==> config.mk <==
export PLATFORM = sky130hd
export DESIGN_NAME = xgm_monitor
export DESIGN_NICKNAME = d
export VERILOG_FILES = /design/src/rtl/xgm_pkg.sv /design/src/rtl/xgm_lane_dec.sv /design/src/rtl/xgm_err_reg.sv /design/src/rtl/xgm_monitor.sv
export SDC_FILE = /design/constraint.sdc
export NUM_CORES = 1
export LEC_CHECK = 0
export CORE_AREA = 3 3 194 215
export CTS_CLUSTER_DIAMETER = 60
export DETAILED_ROUTE_END_ITERATION = 8
export DIE_AREA = 0 0 197 218
export PLACE_DENSITY_LB_ADDON = 0.3
export SYNTH_ARGS = -nofsm -noshare
export SYNTH_HDL_FRONTEND = slang
export SYNTH_SLANG_ARGS = --single-unit
export TNS_END_PERCENT = 10
==> constraint.sdc <==
create_clock -name clk -period 19.8 [get_ports clk]
set_clock_uncertainty 0.05 [all_clocks]
set_input_delay 1.98 -clock clk [delete_from_list [all_inputs] [get_ports clk]]
set_output_delay 1.98 -clock clk [all_outputs]
set_load 0.05 [all_outputs]
==> src/rtl/xgm_pkg.sv <==
package xgm_pkg;

    // Control character values decoded on each byte lane
    localparam logic [7:0] CH_START = 8'hFB;
    localparam logic [7:0] CH_TERM  = 8'hFD;
    localparam logic [7:0] CH_IDLE  = 8'h07;

    typedef enum logic [2:0] {
        LK_DATA,
        LK_START,
        LK_TERM,
        LK_IDLE,
        LK_BAD
    } lane_kind_e;

    // Fault flag bit positions; the code register reports index + 1
    localparam int ERR_LANE     = 0;
    localparam int ERR_RESTART  = 1;
    localparam int ERR_IDLE_IN  = 2;
    localparam int ERR_BADCTL   = 3;
    localparam int ERR_GAP      = 4;
    localparam int ERR_STRAY    = 5;
    localparam int ERR_N        = 6;
    localparam int CODE_W       = 3;

endpackage

==> src/rtl/xgm_lane_dec.sv <==
module xgm_lane_dec
    import xgm_pkg::*;
(
    input  logic       ctl_i,
    input  logic [7:0] byte_i,
    output lane_kind_e kind_o
);

    always_comb begin
        if (!ctl_i) begin
            kind_o = LK_DATA;
        end else begin
            unique case (byte_i)
                CH_START: kind_o = LK_START;
                CH_TERM:  kind_o = LK_TERM;
                CH_IDLE:  kind_o = LK_IDLE;
                default:  kind_o = LK_BAD;
            endcase
        end
    end

endmodule

==> src/rtl/xgm_err_reg.sv <==
module xgm_err_reg #(
    parameter int N  = 6,
    parameter int CW = 3
) (
    input  logic          clk,
    input  logic          rst_n,
    input  logic          clr_i,
    input  logic [N-1:0]  ev_i,
    output logic [N-1:0]  flags_o,
    output logic [CW-1:0] code_o
);

    typedef struct packed {
        logic [N-1:0]  flags;
        logic [CW-1:0] code;
    } err_state_t;

    err_state_t st_d, st_q;

    always_comb begin
        st_d = st_q;
        if (clr_i) begin
            st_d = '0;
        end else begin
            if ((st_q.code == '0) && (ev_i != '0)) begin
                for (int j = N - 1; j >= 0; j--) begin
                    if (ev_i[j]) st_d.code = CW'(j + 1);
                end
            end
            st_d.flags = st_q.flags | ev_i;
        end
    end

    always_ff @(posedge clk or negedge rst_n) begin
        if (!rst_n) st_q <= '0;
        else        st_q <= st_d;
    end

    assign flags_o = st_q.flags;
    assign code_o  = st_q.code;


    sticky_chk: assert property (@(posedge clk) disable iff (!rst_n)
        !clr_i |=> ((flags_o & $past(flags_o)) == $past(flags_o)));


    clear_chk: assert property (@(posedge clk) disable iff (!rst_n)
        clr_i |=> (flags_o == '0 && code_o == '0));


    code_flag_chk: assert property (@(posedge clk) disable iff (!rst_n)
        ((code_o != '0) == (flags_o != '0)));


    code_hold_chk: assert property (@(posedge clk) disable iff (!rst_n)
        (code_o != '0 && !clr_i) |=> $stable(code_o));

endmodule

==> src/rtl/xgm_monitor.sv <==
module xgm_monitor
    import xgm_pkg::*;
#(
    parameter int   LANES    = 8,
    parameter int   MIN_GAP  = 12,
    parameter bit   DIC_EN   = 1'b1,
    parameter int   CNT_W    = 16,
    parameter int   LEN_W    = 16,
    parameter int   GAP_W    = 8,
    parameter int   GAP_INIT = 15
) (
    input  logic                 clk,
    input  logic                 rst_n,
    input  logic                 clr_i,
    input  logic [LANES-1:0]     xgmii_ctl_i,
    input  logic [LANES*8-1:0]   xgmii_data_i,
    output logic [CNT_W-1:0]     pkt_count_o,
    output logic [LEN_W-1:0]     frame_len_o,
    output logic                 frame_done_o,
    output logic [GAP_W-1:0]     gap_o,
    output logic [1:0]           deficit_o,
    output logic                 in_frame_o,
    output logic [ERR_N-1:0]     err_flags_o,
    output logic [CODE_W-1:0]    err_code_o
);

    localparam int DEF_MAX  = 3;
    localparam int HALF     = 4;

    typedef struct packed {
        logic             in_frame;
        logic             seen_end;
        logic [LEN_W-1:0] len;
        logic [GAP_W-1:0] gap;
        logic [GAP_W-1:0] gap_last;
        logic [1:0]       deficit;
        logic [CNT_W-1:0] cnt;
        logic [LEN_W-1:0] last_len;
        logic             done;
    } mon_state_t;

    mon_state_t       s_d, s_q;
    lane_kind_e       kind [LANES];
    logic [ERR_N-1:0] ev_d;

    // Per-lane control decode
    for (genvar g = 0; g < LANES; g++) begin : g_lane
        xgm_lane_dec u_dec (
            .ctl_i  (xgmii_ctl_i[g]),
            .byte_i (xgmii_data_i[8*g +: 8]),
            .kind_o (kind[g])
        );
    end

    // Lanes are applied in order, lane 0 first, within one cycle
    always_comb begin
        int nd;
        s_d      = s_q;
        s_d.done = 1'b0;
        ev_d     = '0;
        nd       = 0;
        for (int i = 0; i < LANES; i++) begin
            unique case (kind[i])
                LK_DATA: begin
                    // data outside a frame is ignored
                    if (s_d.in_frame && (s_d.len != '1)) s_d.len = s_d.len + 1'b1;
                end
                LK_START: begin
                    // start only in lane 0 of a 32-bit half
                    if ((i % HALF) != 0) ev_d[ERR_LANE] = 1'b1;
                    if (s_d.in_frame) begin
                        // open frame dropped, a new one begins
                        ev_d[ERR_RESTART] = 1'b1;
                    end else begin
                        s_d.gap_last = s_d.gap;
                        if (DIC_EN) begin

                            if (int'(s_d.gap) < MIN_GAP) begin
                                nd = int'(s_d.deficit) + (MIN_GAP - int'(s_d.gap));
                                if (nd > DEF_MAX) begin
                                    ev_d[ERR_GAP] = 1'b1;
                                    s_d.deficit   = '0;
                                end else begin
                                    s_d.deficit = 2'(nd);
                                end
                            end else begin
                                nd = int'(s_d.deficit) - (int'(s_d.gap) - MIN_GAP);
                                s_d.deficit = (nd < 0) ? 2'd0 : 2'(nd);
                            end
                        end else if (int'(s_d.gap) < MIN_GAP) begin

                            ev_d[ERR_GAP] = 1'b1;
                        end
                        s_d.gap = '0;
                    end
                    s_d.in_frame = 1'b1;
                    s_d.len      = LEN_W'(1);
                end
                LK_TERM: begin
                    if (s_d.in_frame) begin

                        s_d.cnt      = s_d.cnt + 1'b1;
                        s_d.last_len = s_d.len;
                        s_d.done     = 1'b1;
                        s_d.seen_end = 1'b1;
                        s_d.in_frame = 1'b0;
                        s_d.gap      = GAP_W'(1);
                    end else if (s_d.seen_end) begin

                        ev_d[ERR_STRAY] = 1'b1;
                    end
                end
                LK_IDLE: begin
                    if (s_d.in_frame) begin

                        ev_d[ERR_IDLE_IN] = 1'b1;
                    end else if (s_d.gap != '1) begin
                        s_d.gap = s_d.gap + 1'b1;
                    end
                end
                default: begin

                    ev_d[ERR_BADCTL] = 1'b1;
                end
            endcase
        end
    end

    always_ff @(posedge clk or negedge rst_n) begin
        if (!rst_n) begin
            s_q     <= '0;
            s_q.gap <= GAP_W'(GAP_INIT);
        end else begin
            s_q     <= s_d;
        end
    end

    xgm_err_reg #(
        .N  (ERR_N),
        .CW (CODE_W)
    ) u_err (
        .clk     (clk),
        .rst_n   (rst_n),
        .clr_i   (clr_i),
        .ev_i    (ev_d),
        .flags_o (err_flags_o),
        .code_o  (err_code_o)
    );

    assign pkt_count_o  = s_q.cnt;
    assign frame_len_o  = s_q.last_len;
    assign frame_done_o = s_q.done;
    assign gap_o        = s_q.gap_last;
    assign deficit_o    = s_q.deficit;
    assign in_frame_o   = s_q.in_frame;


    done_len_chk: assert property (@(posedge clk) disable iff (!rst_n)
        frame_done_o |-> (frame_len_o != '0));


    cnt_hold_chk: assert property (@(posedge clk) disable iff (!rst_n)
        !frame_done_o |-> (pkt_count_o == $past(pkt_count_o)));

endmodule

# ---- Yosys cells after proc, flatten, opt, wreduce, memory -nomap -nowiden
# Cells that the tools add are included.
dict set report op_classes {
  n_addsub 56
  mul 0
  n_div 0
  order_cmp 24
  n_eq_ne 64
  shifts 0
  muxes 247
  bitwise 1
  n_reduce_logical 30
}
# op n
set ops {}
lappend ops {{$mux 33} 16}
lappend ops {{$add 16x1->16 const B} 16}
lappend ops {{$pmux 16 s2} 8}
lappend ops {{$mux 8} 24}
lappend ops {{$pmux 8 s3} 8}
lappend ops {{$mux 18} 8}
lappend ops {{$eq 8x8->1 const B} 16}
lappend ops {{$mux 16} 8}
lappend ops {{$ne 16x16->1 const B} 8}
lappend ops {{$mux 1} 105}
lappend ops {{$add 3x9->10} 8}
lappend ops {{$gt 10x3->1 const B} 8}
lappend ops {{$lt 10x1->1 const B} 8}
lappend ops {{$mux 10} 8}
lappend ops {{$sub 3x9->10} 8}
lappend ops {{$pmux 3 s3} 8}
lappend ops {{$sub 4x8->9 const A} 8}
lappend ops {{$sub 8x4->9 const B} 8}
lappend ops {{$add 8x1->8 const B} 8}
lappend ops {{$eq 8x3->1 const B} 8}
lappend ops {{$lt 8x4->1 const B} 8}
lappend ops {{$ne 8x8->1 const B} 8}
lappend ops {{$mux 2} 30}
lappend ops {{$eq 3x2->1 const B} 16}
lappend ops {{12 further kinds} 63}
dict set report totals {
  ff_bits 78
  latch_bits 0
  ramBits 0
  romBits 0
  in_bits 75
  output_inout_bits 53
  elab_cells 433
  memories 0
}

# ---- Logic depth before layout (Yosys ltp)
# Gate-level depths: netlist of the first run.
dict set report logic_depth {
  depth_word 63
  mapped_depth 89
  depth_no_buf 89
}

# ---- Hierarchy
# From an unflattened synthesis of the first run, not the netlist that was laid out.
dict set report hier_totals {
  cells_unflattened 2986
  hier_area_um2 20264.4
}
# mod n_inst cells_each area_each_um2 seq_area_each_um2
set by_module_without_submodules {}
lappend by_module_without_submodules {xgm_monitor 1 2846 19143.4 1731.7}
lappend by_module_without_submodules {xgm_lane_dec 8 13 91.3 0.0}
lappend by_module_without_submodules {xgm_err_reg 1 36 390.4 225.2}

# ---- Worst setup path before layout of the first run
# Ideal clock, no wire load.
dict set report synth_path {
  path_kind {input to register}
  start {input xgmii_data_i[5]}
  end {register u_err.st_q (netlist bit u_err.code_o[0])}
  setup_ps 132
  arrival_ps 15407
  required_ps 19618
  setup_slack_ps 4211
  path_stages 72
  n_path_buf 2
  path_cell_list {or4_1 > nor2_1 > o211ai_1 > a211oi_1 > inv_1 > ha_1 > and2_1 > nand2_1 > o2bb2ai_1 > nand4_1 > mux2i_1 > or2_2 > clkbuf_1 > ha_1 > nand2_1 > inv_1 > o311ai_0 > a211oi_1 > [36 not listed] > a221oi_1 > a21oi_1 > ha_1 > fa_1 > or4_1 > a211oi_1 > nor2b_1 > a221oi_1 > nor2_1 > ha_1 > a21oi_1 > or2_2 > mux2_2 > o21a_1 > a211oi_1 > nor4_1 > a211oi_1 > o22ai_1}
}
dict set report synth_via {
  elab_chain_len 55
  word_cells_on_any_way 245
  cone_classes {add/sub (32); order compare (20); eq/ne (12); mux (174); reduce/logical (7)}
}
# element line_no
set synth_rtl {}
lappend synth_rtl {{start: declaration} xgm_monitor.sv:16} ;# input logic [LANES*8-1:0] xgmii_data_i,
lappend synth_rtl {{$eq 8x3->1 or $eq 8x8->1 (tied branches)} xgm_lane_dec.sv:13} ;# unique case (byte_i)
lappend synth_rtl {{$pmux 3 s3 *} xgm_lane_dec.sv:13}
lappend synth_rtl {{$mux 3 *} xgm_lane_dec.sv:10} ;# if (!ctl_i) begin
lappend synth_rtl {{$eq 3x2->1 or $eq 3x1->1 (tied branches)} --}
lappend synth_rtl {{$pmux 8 s3} xgm_monitor.sv:63} ;# unique case (kind[i])
lappend synth_rtl {{$sub 8x4->9 or $sub 4x8->9 (tied branches)} {xgm_monitor.sv:87, xgm_monitor.sv:79}}
lappend synth_rtl {{$sub 3x9->10 or $add 3x9->10 (tied branches)} {xgm_monitor.sv:87, xgm_monitor.sv:79}}
lappend synth_rtl {{$lt 10x1->1 or $gt 10x3->1 (tied branches)} {xgm_monitor.sv:88, xgm_monitor.sv:80}}
lappend synth_rtl {{[35 not listed]} --}
lappend synth_rtl {{$gt 10x3->1} xgm_monitor.sv:80} ;# if (nd > DEF_MAX) begin
lappend synth_rtl {{$mux 1} xgm_monitor.sv:80}
lappend synth_rtl {{$mux 1} xgm_monitor.sv:78} ;# if (int'(s_d.gap) < MIN_GAP) begin
lappend synth_rtl {{$mux 1} xgm_monitor.sv:71} ;# if (s_d.in_frame) begin
lappend synth_rtl {{$mux 1} xgm_monitor.sv:63}
lappend synth_rtl {{$mux 3 (5 in a row)} xgm_err_reg.sv:27} ;# if (ev_i[j]) st_d.code = CW'(j + 1);
lappend synth_rtl {{$mux 3} xgm_err_reg.sv:25} ;# if ((st_q.code == '0) && (ev_i != '0)) begin
lappend synth_rtl {{$mux 9} xgm_err_reg.sv:22} ;# if (clr_i) begin
lappend synth_rtl {{end signal: assignment} xgm_err_reg.sv:36} ;# else st_q <= st_d;
lappend synth_rtl {{end: declaration} xgm_err_reg.sv:18} ;# err_state_t st_d, st_q;
# Every way passes the cells marked *; elsewhere a longest branch is shown, timed or not. The select of a mux whose other input is x is not followed.
# A chain may end at the register's enable or synchronous reset.

# ---- Final worst setup path of the first run
dict set report layout_path {
  start {input xgmii_data_i[4]}
  end {register u_err.st_q (netlist bit u_err.code_o[0])}
}
# Same word-level chain as after synthesis.

==> key figures, run 1 <==
Routing
  – DR iter-0 viols: ~2600
  – Routed wire length: a little over 80 mm
  – Vias/cell: a little under 7
  – DRT Pass-1 Iters: 6
  – DR vias: roughly 24000
  – DR WL/cell: 23.6 um
  – # DRC: 0
  – ANT nets after route: 0

Min path
  – WHS Path Cells: 2
  – Worst hold path class: flip-flop to flip-flop

Place
  – Placed Cells: between 3000 and 4000
  – Placed cell area: 0.0212 mm2
  – GP Congestion: just over 1
  – HPWL after DPL: around 64 mm
  – PortBufs: 127

Global route
  – Largest net degree at the start of global routing: between 70 and 80
  – First-pass GRT wire length: 126 mm
  – Vias in the first global route: about 22000
  – Layer with the highest usage: met2
  – GRT Residual Overflow: 0
  – Initial antenna violation count: 1
  – All-layer global routing usage: a little over a third
  – GR Layer Usage met2: 59.9%
  – Met3 usage: 4.91%
  – Grt met1 use: 45.9%

STA
  – Worst-Margin Slew: 1.18 ns
  – Slew Limit Fails: 0
  – Fin crit share: 91.8%
  – TNS Setup: 0 ns
  – Hold Vio Cnt, Final: 0
  – Final min period: ~18 ns
  – Max-slew headroom: around a fifth
  – Setup violations, final: 0
  – Fmax: about 55 MHz
  – WHS: 0.472 ns
  – RSZ-0062 raised after global routing: no

Setup path
  – Worst setup path endpoint: u_err.code_o[0]
  – Levels on crit path: 71
  – Crit. End Element: flip-flop
  – CP arrival: 18.35 ns
  – CP top delay family: compound AO/OA/AOI/OAI gates
  – CP max-delay cell: a211oi_1
  – Worst EP required: around 20 ns
  – Worst path bufs/invs: 7
  – CP max FO: 16
  – Crit Path Class: primary input to flip-flop
  – Setup crit start: xgmii_data_i[4]
  – Cell mode on critical path: ha_1
  – RR Endpoint: u_err.code_o[0]
  – Worst r2r src: s_q[43]
  – FF-to-FF setup slack: ~3.3 ns
  – Reg2reg path depth: 77
  – Crit start category: primary input
  – Slowest Stage Delay on Critical Path: approximately 0.7 ns

Synth
  – Syn nets: between 3000 and 4000
  – Sequential area share after synthesis: under 10%
  – Synthesized area: 0.0198 mm2
  – Synth Warn #: 0
  – Post-Syn Instances: slightly below 3000
  – Mux share of post-synthesis cell area: around 5%
  – Seq cells post-synth: 78
  – Largest family of logic cells by synthesized area: simple AND/OR/NAND/NOR gates
  – Synth Area in Adders: approximately 5.9%
  – Synth Flop Type: dfrtp_1
  – Post-synthesis cell type count: around 120
  – Post-synth ARST share: between 90% and 100%
  – Synth Area in Simple Gates: between 30% and 40%
  – Syn avg cell area: between 6 and 7 um2
  – EDFF count, synth: 0
  – Xor/xnor cell area share of the yosys netlist: about 6.8%
  – Compound-Gate Fraction of Synth Area: between 20% and 30%

Floorplanning
  – Boundary pin count: ~130
  – Die H: 218 um
  – Die ar.: approximately 0.043 mm2
  – Die Wd: between 150 and 200 um
  – Initial Util: 49.8%
  – Cell Rows: just under 80
  – Core area: 0.0399 mm2

Power and ir drop
  – Pwr dens: about 65 mW/mm2
  – Tot Pwr: 0.00139 W
  – Peak supply drop: around 0.052 mV
  – P_leak: 7.73 nW

Finish
  – Final std cells w/o fill: between 3000 and 4000
  – Most frequent cells in the layout: nand2_1, nor2_1, a21oi_1
  – Synthesis-to-finish area growth: 8.06%
  – Seq. cell area: approximately 0.0020 mm2
  – Fin nets: between 3000 and 4000
  – Multi-input logic area: 0.0166 mm2
  – Commonest non-fill, non-tap cell in the layout: nand2_1
  – Number of diodes: 0
  – Share of cells above drive strength 1: 6.53%
  – Finished Cell Area: about 0.021 mm2
  – Fill cell count: between 4000 and 5000

Clock network
  – Root buf cell: clkbuf_16
  – CTS max path bufs: 2
  – Post-CTS Setup Repair Bufs: 0
  – TritonCTS clock tree: done
  – CTS buffer count: 9
  – Clk sinks: slightly below 80
  – H-tree depth: 3
  – Worst-path clk slew: roughly 0.07 ns
  – Clk_lat worst skew: roughly 0.36 ns

Flow run
  – Total of max-cap violations: 0

Run status
  – Outcome: finished, final reports clean
==> cells in the mapped netlist, drive strengths merged (74+ instances only) <==
library cell	instances	share of area (%)
xnor2	98	4.3
a211oi	110	4.3
ha	79	5.0
nor3	106	2.7
nand3	121	3.1
buf	74	2.4
clkbuf	113	2.1
a21oi	138	3.5
inv	100	1.9
nand2	365	6.9
nor2	309	5.9
o21ai	142	3.6
dfrtp	74	9.3
nand4	78	2.6
==> state kept, by name (all words and copies together) (netlist names) <==
signal         cells
deficit_o          2
frame_done_o       1
frame_len_o       16
gap_o              8
in_frame_o         1
pkt_count_o       16
s_q               25
u_err.code_o       3
u_err.flags_o      6
==> routing by layer <==
metal	vias to the layer above	wire length [um]
li1	10993	-
met1	11241	32500
met2	1247	36700
met5	-	10
met4	2	4970
met3	279	6610
==> worst min-delay path, cell delays in order, from the launching register on <==
cell and delay (ns):
dfrtp_1 0.36, nor2_1 0.05, nor2_1 0.07
==> layout make-up <==
| cell class | count | share of cell area [%] |
|---|---|---|
| clock inverters | 7 | 0.298 |
| repair buffers | 166 | 7.28 |
| inverters | 101 | 1.77 |
| multi-input cells | 2549 | 77.5 |
| clock buffers | 9 | 1.05 |
| flip-flops and latches | 78 | 9.12 |
| well taps | 513 | 2.99 |
==> stage by stage <==
stage | worst slack, ns | utilization, %
CTS | 1.69 | 53.8
detailed placement | 1.40 | 53.0
finish | 1.63 | 53.8
global route | 0.130 | 53.8
global placement | 1.88 | 53.0
floorplan | 4.21 | -
==> what timing repair did <==
action	CTS	global route
setup endpoints to repair	0	5
hold buffers	0	0
gates resized for setup	0	1
==> cells by family after synthesis <==
logic type / Yosys count
simple gates: 1379
compound gates: 836
buf+inv: 288
xor+xnor: 153
mux: 91
fa+ha+maj: 90
flops: 78
==> power breakdown <==
part,leakage (nW),switching [W],internal [W]
combinational,6.58,0.000643,0.000335
sequential,1.02,0.0000523,0.000187
clock,0.136,0.0000816,0.0000880
==> worst min-delay path by stage <==
stage	startpoint	to	slack, ns
finish	u_err.flags_o[5]	u_err.flags_o[5]	0.47
detailed placement	u_err.flags_o[5]	u_err.flags_o[5]	0.46
global placement	u_err.flags_o[5]	u_err.flags_o[5]	0.44
floorplan	s_q[67]	s_q[67]	0.48
global route	u_err.flags_o[1]	u_err.flags_o[1]	0.51
CTS	u_err.flags_o[5]	u_err.flags_o[5]	0.47
No activity file was read; power rests on OpenSTA's default activity.
==> run 2, diff against run 1 <==
SETUP_SLACK_MARGIN = 0.02   (was default)
==> results of run 2 <==
Final layout, timing and power as in run 1 (identical DEF).
